<file path="src/rtl/dma_irq_pkg.sv">
package dma_irq_pkg;
    localparam int NCLS   = 5;
    localparam int MAX_CH = 8;
    localparam int AW     = 6;
    localparam int DW     = 32;

    typedef enum logic [2:0] {
        GRP_RAW  = 3'd0,
        GRP_STAT = 3'd1,
        GRP_MASK = 3'd2,
        GRP_CLR  = 3'd3,
        GRP_MISC = 3'd4
    } grp_e;

    localparam logic [2:0] MISC_SUMMARY = 3'd0;
    localparam logic [2:0] MISC_CFG     = 3'd1;
    localparam logic [2:0] MISC_CHEN    = 3'd2;
    localparam int         WE_LSB       = 8;
endpackage

</file>
<file path="src/rtl/dma_irq_decode.sv">
module dma_irq_decode
    import dma_irq_pkg::*;
(
    input  logic          wr,
    input  logic [AW-1:0] addr,
    output logic [NCLS-1:0] clr_sel,
    output logic [NCLS-1:0] mask_sel,
    output logic          cfg_sel,
    output logic          chen_sel
);
    logic [2:0] grp;
    logic [2:0] idx;

    assign grp = addr[5:3];
    assign idx = addr[2:0];

    always_comb begin
        clr_sel  = '0;
        mask_sel = '0;
        cfg_sel  = 1'b0;
        chen_sel = 1'b0;
        if (wr) begin
            for (int c = 0; c < NCLS; c++) begin
                if (idx == 3'(c)) begin
                    clr_sel[c]  = (grp == GRP_CLR);
                    mask_sel[c] = (grp == GRP_MASK);
                end
            end
            cfg_sel  = (grp == GRP_MISC) && (idx == MISC_CFG);
            chen_sel = (grp == GRP_MISC) && (idx == MISC_CHEN);
        end
    end
endmodule

</file>
<file path="src/rtl/dma_irq_class.sv">
module dma_irq_class #(
    parameter int NCH = 8
) (
    input  logic           clk,
    input  logic           rst_n,
    input  logic [NCH-1:0] ev,
    input  logic [NCH-1:0] clr,
    input  logic [NCH-1:0] mask_we,
    input  logic [NCH-1:0] mask_val,
    output logic [NCH-1:0] raw,
    output logic [NCH-1:0] mask,
    output logic [NCH-1:0] stat
);
    typedef struct packed {
        logic [NCH-1:0] raw;
        logic [NCH-1:0] mask;
    } cls_st_t;

    cls_st_t st_d, st_q;

    always_comb begin
        st_d      = st_q;
        st_d.raw  = (st_q.raw & ~clr) | ev;
        st_d.mask = (st_q.mask & ~mask_we) | (mask_val & mask_we);
    end

    always_ff @(posedge clk or negedge rst_n) begin
        if (!rst_n) st_q <= '0;
        else        st_q <= st_d;
    end

    assign raw  = st_q.raw;
    assign mask = st_q.mask;
    assign stat = st_q.raw & st_q.mask;
endmodule

</file>
<file path="src/rtl/dma_chen_reg.sv">
module dma_chen_reg #(
    parameter int NCH = 8
) (
    input  logic           clk,
    input  logic           rst_n,
    input  logic [NCH-1:0] we,
    input  logic [NCH-1:0] val,
    input  logic [NCH-1:0] done,
    output logic [NCH-1:0] en
);
    typedef struct packed {
        logic [NCH-1:0] en;
    } chen_st_t;

    chen_st_t st_d, st_q;

    always_comb begin
        st_d    = st_q;
        st_d.en = ((st_q.en & ~done) & ~we) | (val & we);
    end

    always_ff @(posedge clk or negedge rst_n) begin
        if (!rst_n) st_q <= '0;
        else        st_q <= st_d;
    end

    assign en = st_q.en;
endmodule

</file>
<file path="src/rtl/dma_irq_regs.sv">
module dma_irq_regs
    import dma_irq_pkg::*;
#(
    parameter int NCH = 8
) (
    input  logic                clk,
    input  logic                rst_n,
    input  logic                reg_wr,
    input  logic [AW-1:0]       reg_addr,
    input  logic [DW-1:0]       reg_wdata,
    output logic [DW-1:0]       reg_rdata,
    input  logic [NCLS*NCH-1:0] ev_i,
    input  logic [NCH-1:0]      ch_done_i,
    output logic [NCH-1:0]      ch_en_o,
    output logic                irq_o
);
    localparam int FLAT = NCLS * NCH;

    typedef struct packed {
        logic glb_en;
    } top_st_t;

    top_st_t st_d, st_q;

    logic [NCLS-1:0] clr_sel, mask_sel, summary;
    logic            cfg_sel, chen_sel;
    logic [NCH-1:0]  wr_val, wr_we;
    logic [NCH-1:0]  raw_a  [NCLS];
    logic [NCH-1:0]  mask_a [NCLS];
    logic [NCH-1:0]  stat_a [NCLS];
    logic [FLAT-1:0] raw_flat, mask_flat;
    logic            unused_hi;

    assign wr_val    = reg_wdata[NCH-1:0];
    assign wr_we     = reg_wdata[WE_LSB +: NCH];
    assign unused_hi = ^reg_wdata[DW-1:16];

    dma_irq_decode u_dec (
        .wr       (reg_wr),
        .addr     (reg_addr),
        .clr_sel  (clr_sel),
        .mask_sel (mask_sel),
        .cfg_sel  (cfg_sel),
        .chen_sel (chen_sel)
    );

    for (genvar c = 0; c < NCLS; c++) begin : g_cls
        dma_irq_class #(.NCH(NCH)) u_cls (
            .clk      (clk),
            .rst_n    (rst_n),
            .ev       (ev_i[c*NCH +: NCH]),
            .clr      (clr_sel[c] ? wr_val : '0),
            .mask_we  (mask_sel[c] ? wr_we : '0),
            .mask_val (wr_val),
            .raw      (raw_a[c]),
            .mask     (mask_a[c]),
            .stat     (stat_a[c])
        );
        assign summary[c]              = |stat_a[c];
        assign raw_flat[c*NCH +: NCH]  = raw_a[c];
        assign mask_flat[c*NCH +: NCH] = mask_a[c];
    end

    dma_chen_reg #(.NCH(NCH)) u_chen (
        .clk  (clk),
        .rst_n(rst_n),
        .we   (chen_sel ? wr_we : '0),
        .val  (wr_val),
        .done (ch_done_i),
        .en   (ch_en_o)
    );

    always_comb begin
        st_d = st_q;
        if (cfg_sel) st_d.glb_en = reg_wdata[0];
    end

    always_ff @(posedge clk or negedge rst_n) begin
        if (!rst_n) st_q <= '0;
        else        st_q <= st_d;
    end

    assign irq_o = st_q.glb_en && (|summary);

    always_comb begin
        reg_rdata = '0;
        case (reg_addr[5:3])
            GRP_RAW, GRP_STAT, GRP_MASK: begin
                for (int c = 0; c < NCLS; c++) begin
                    if (reg_addr[2:0] == 3'(c)) begin
                        if (reg_addr[5:3] == GRP_RAW)       reg_rdata[NCH-1:0] = raw_a[c];
                        else if (reg_addr[5:3] == GRP_STAT) reg_rdata[NCH-1:0] = stat_a[c];
                        else                                reg_rdata[NCH-1:0] = mask_a[c];
                    end
                end
            end
            GRP_MISC: begin
                if (reg_addr[2:0] == MISC_SUMMARY)   reg_rdata[NCLS-1:0] = summary;
                else if (reg_addr[2:0] == MISC_CFG)  reg_rdata[0]        = st_q.glb_en;
                else if (reg_addr[2:0] == MISC_CHEN) reg_rdata[NCH-1:0]  = ch_en_o;
            end
            default: reg_rdata = '0;
        endcase
    end
endmodule

</file>
<file path="config.mk">
export PLATFORM = sky130hd
export DESIGN_NAME = dma_irq_regs
export DESIGN_NICKNAME = d
export VERILOG_FILES = /design/src/rtl/dma_irq_pkg.sv /design/src/rtl/dma_irq_decode.sv /design/src/rtl/dma_irq_class.sv /design/src/rtl/dma_chen_reg.sv /design/src/rtl/dma_irq_regs.sv
export SDC_FILE = /design/constraint.sdc
export NUM_CORES = 1
export LEC_CHECK = 0
export BUFFER_PORTS_ARGS = -buffer_cell sky130_fd_sc_hd__buf_2
export CELL_PAD_IN_SITES_DETAIL_PLACEMENT = 1
export CELL_PAD_IN_SITES_GLOBAL_PLACEMENT = 1
export CORE_ASPECT_RATIO = 1.75
export CORE_MARGIN = 2
export CORE_UTILIZATION = 28
export DETAILED_ROUTE_END_ITERATION = 8
export PLACE_DENSITY_LB_ADDON = 0.1
export SYNTH_ARGS = -nofsm -noshare
export SYNTH_HDL_FRONTEND = slang
export SYNTH_SLANG_ARGS = --single-unit
export TNS_END_PERCENT = 50
</file>
<file path="constraint.sdc">
create_clock -name clk -period 1.7 [get_ports clk]
set_clock_uncertainty 0.05 [all_clocks]
set_input_delay 0.17 -clock clk [delete_from_list [all_inputs] [get_ports clk]]
set_output_delay 0.17 -clock clk [all_outputs]
set_load 0.05 [all_outputs]
</file>
==> flow_summary.json <==
{
  "status": "finished, violations left",
  "violations": "setup timing",
  "cts-root-buf": "clkbuf_16",
  "grt_pass1_wl_um": 30400,
  "whs_path_depth": 3,
  "tns_ns": -2.69,
  "seq_area_frac_synth": 0.443,
  "synth_edf_count": 0,
  "cts_tree": "yes",
  "path_clk_slew_ns": 0.07,
  "post_drt_wl_per_cell_um": 19.2,
  "grt_usage": 0.209,
  "stdcell_area_um2": 7670,
  "async_reset_ff_frac": 1.00,
  "num-nets-final": 849,
  "synth.ff_latch_count": 89,
  "cp-start-kind": "flip-flop",
  "die_w_um": 105,
  "antennaDiodeCount": 0,
  "vias": 4880,
  "rsz0062_at_grt": "yes",
  "clk-insertion-delay-late_ns": 0.34,
  "min_to": "u_chen.en[0]",
  "maxSlewViolCount": 0,
  "via_per_inst": 4.90,
  "cts_buffers": 9,
  "cts_num_sinks": 89,
  "rows": 64,
  "core_area_um2": 17500,
  "initial_core_util": 0.287,
  "grt_pass1_vias": 5438,
  "reg2regPathDepth": 2,
  "final_layout_size_suffix_gt1_frac": 0.438,
  "crit_fanout": 2,
  "io_buffers": 89,
  "max_freq_mhz": 417,
  "synthToLayoutAreaGrowth_pct": 52.4,
  "critPathArrivalTime_ns": 2.18,
  "synthCells": 509,
  "first_iter_violations": 123,
  "reg2reg_slack_ns": 0.73,
  "setup_viol": 9,
  "ant_nets": 0,
  "min_path_type": "in2reg",
  "maxCapViolCount": 0,
  "hold_start": "ch_done_i[0]",
  "vdd_drop_max_mv": 0.372,
  "power.leakage_nw": 3.39,
  "min_period_over_period": 1.41,
  "period_needed_ns": 2.40,
  "hold_viol": 0,
  "hpwlAfterDp_um": 14800,
  "die_y_um": 181,
  "io_pins": 130,
  "post_dp_cell_area_um2": 6720,
  "wirelength_um": 19100,
  "h-tree-depth": 3,
  "grt_max_degree": 34,
  "fin_util": 0.437,
  "critPathKind": "reg2out",
  "p_total_w": 0.00563,
  "gp_congestion": 0.807,
  "critPathCaptureType": "output port",
  "drt_pre_antenna_iters": 4,
  "antenna_found_initial": 0,
  "fin_ws_ns": -0.696,
  "whs_ns": 0.133,
  "drc": 0,
  "synth_cell_types": 52,
  "yosys_warnings": 0,
  "yosysTopAreaCellShare": 0.443,
  "yosys.area.top_type": "dfrtp_1",
  "syn_area_um2": 5030,
  "die_area_um2": 19100,
  "synthFlopType": "dfrtp_1",
  "synthTopCellsByArea": "dfrtp_1 (44%), nand2_1 (7.2%), mux2_2 (6.7%), a21o_1 (6.1%), buf_4 (3.9%)",
  "cp.required_ns": 1.48,
  "synth_common_cells": "nand2_1 (96), dfrtp_1 (89), a21o_1 (41)",
  "grt_overflow_total": 0,
  "synth.most_common_cell": "nand2_1",
  "clk_path_buf_depth": 2,
  "avgSynthCellArea_um2": 9.88,
  "power.density_nw_per_um2": 734
}
-- report_power, final --
part	internal (W)	switching [W]
clock	0.00119	0.000925
sequential	0.00220	0.0000615
combinational	0.000572	0.000675
total	0.00397	0.00166
-- critical path, stage by stage (launching register included) --
cell and delay [ns]:
dfrtp_1 0.39, a22oi_2 0.24, nand4_1 0.20, or4_1 0.51
o31a_1 0.32, buf_6 0.16
-- how the worst max path moves through the flow --
stage | startpoint | to | slack (ns) | cells past startpoint
floorplan | reg_addr[4] | reg_rdata[6] | -0.1 | 6
global placement | flip-flop | irq_o | -0.33 | 5
CTS | flip-flop | irq_o | -0.72 | 6
global route | flip-flop | irq_o | -0.74 | 5
finish | flip-flop | irq_o | -0.70 | 5
detailed placement | flip-flop | irq_o | -0.39 | 6
-- metal layers --
metal / global-route usage / share of wire
met5: 0 / 0
met2: 0.385 / 0.55
met4: 0.0811 / 0.030
met1: 0.241 / 0.40
met3: 0.0249 / 0.025
-- repair_timing --
action,CTS,global route
setup endpoints to repair,9,9
hold buffers,41,0
buffers inserted,1,3
resized for setup,35,18
hold endpoints to repair,68,0
pin swaps,11,14
-- logic make-up after synthesis --
kind of cell | share of synthesized area
DFF | 0.443
buffers and inverters | 0.0649
other | 0.000745
muxes | 0.106
and+or+nand+nor | 0.177
AOI/OAI and AO/OA | 0.209
-- metrics by stage --
stage	instances	setup WS (ns)
after floorplan	532	-0.0988
after global routing	996	-0.742
final	996	-0.696
after global placement	937	-0.333
after CTS	995	-0.717
after detailed placement	937	-0.395
-- layout make-up --
cell class                      count  area, um2
Inverter                            4       15.0
Timing Repair Buffer              265       2100
Multi-Input combinational cell    391       2740
Clock buffer                       11        243
Fill cell                        2026       9870
Sequential cell                    89       2230
Tap cell                          231        289
Clock inverter                      5       65.1
-- placed cells by master, fill, tap and decap left out, types with 11 or more instances in the layout --
master | netlist | routed
dfrtp_1 | 89 | 89
buf_4 | 26 | 121
buf_12 | 0 | 13
buf_2 | 9 | 80
o22ai_1 | 12 | 12
a21o_1 | 41 | 41
a22oi_2 | 0 | 11
a21oi_1 | 22 | 20
dlygate4sd3_1 | 0 | 41
mux2_2 | 30 | 30
a22oi_1 | 22 | 11
nor2_1 | 12 | 12
nand2_1 | 96 | 96
conb_1 | 1 | 24
No activity file was read; power rests on OpenSTA's default activity.
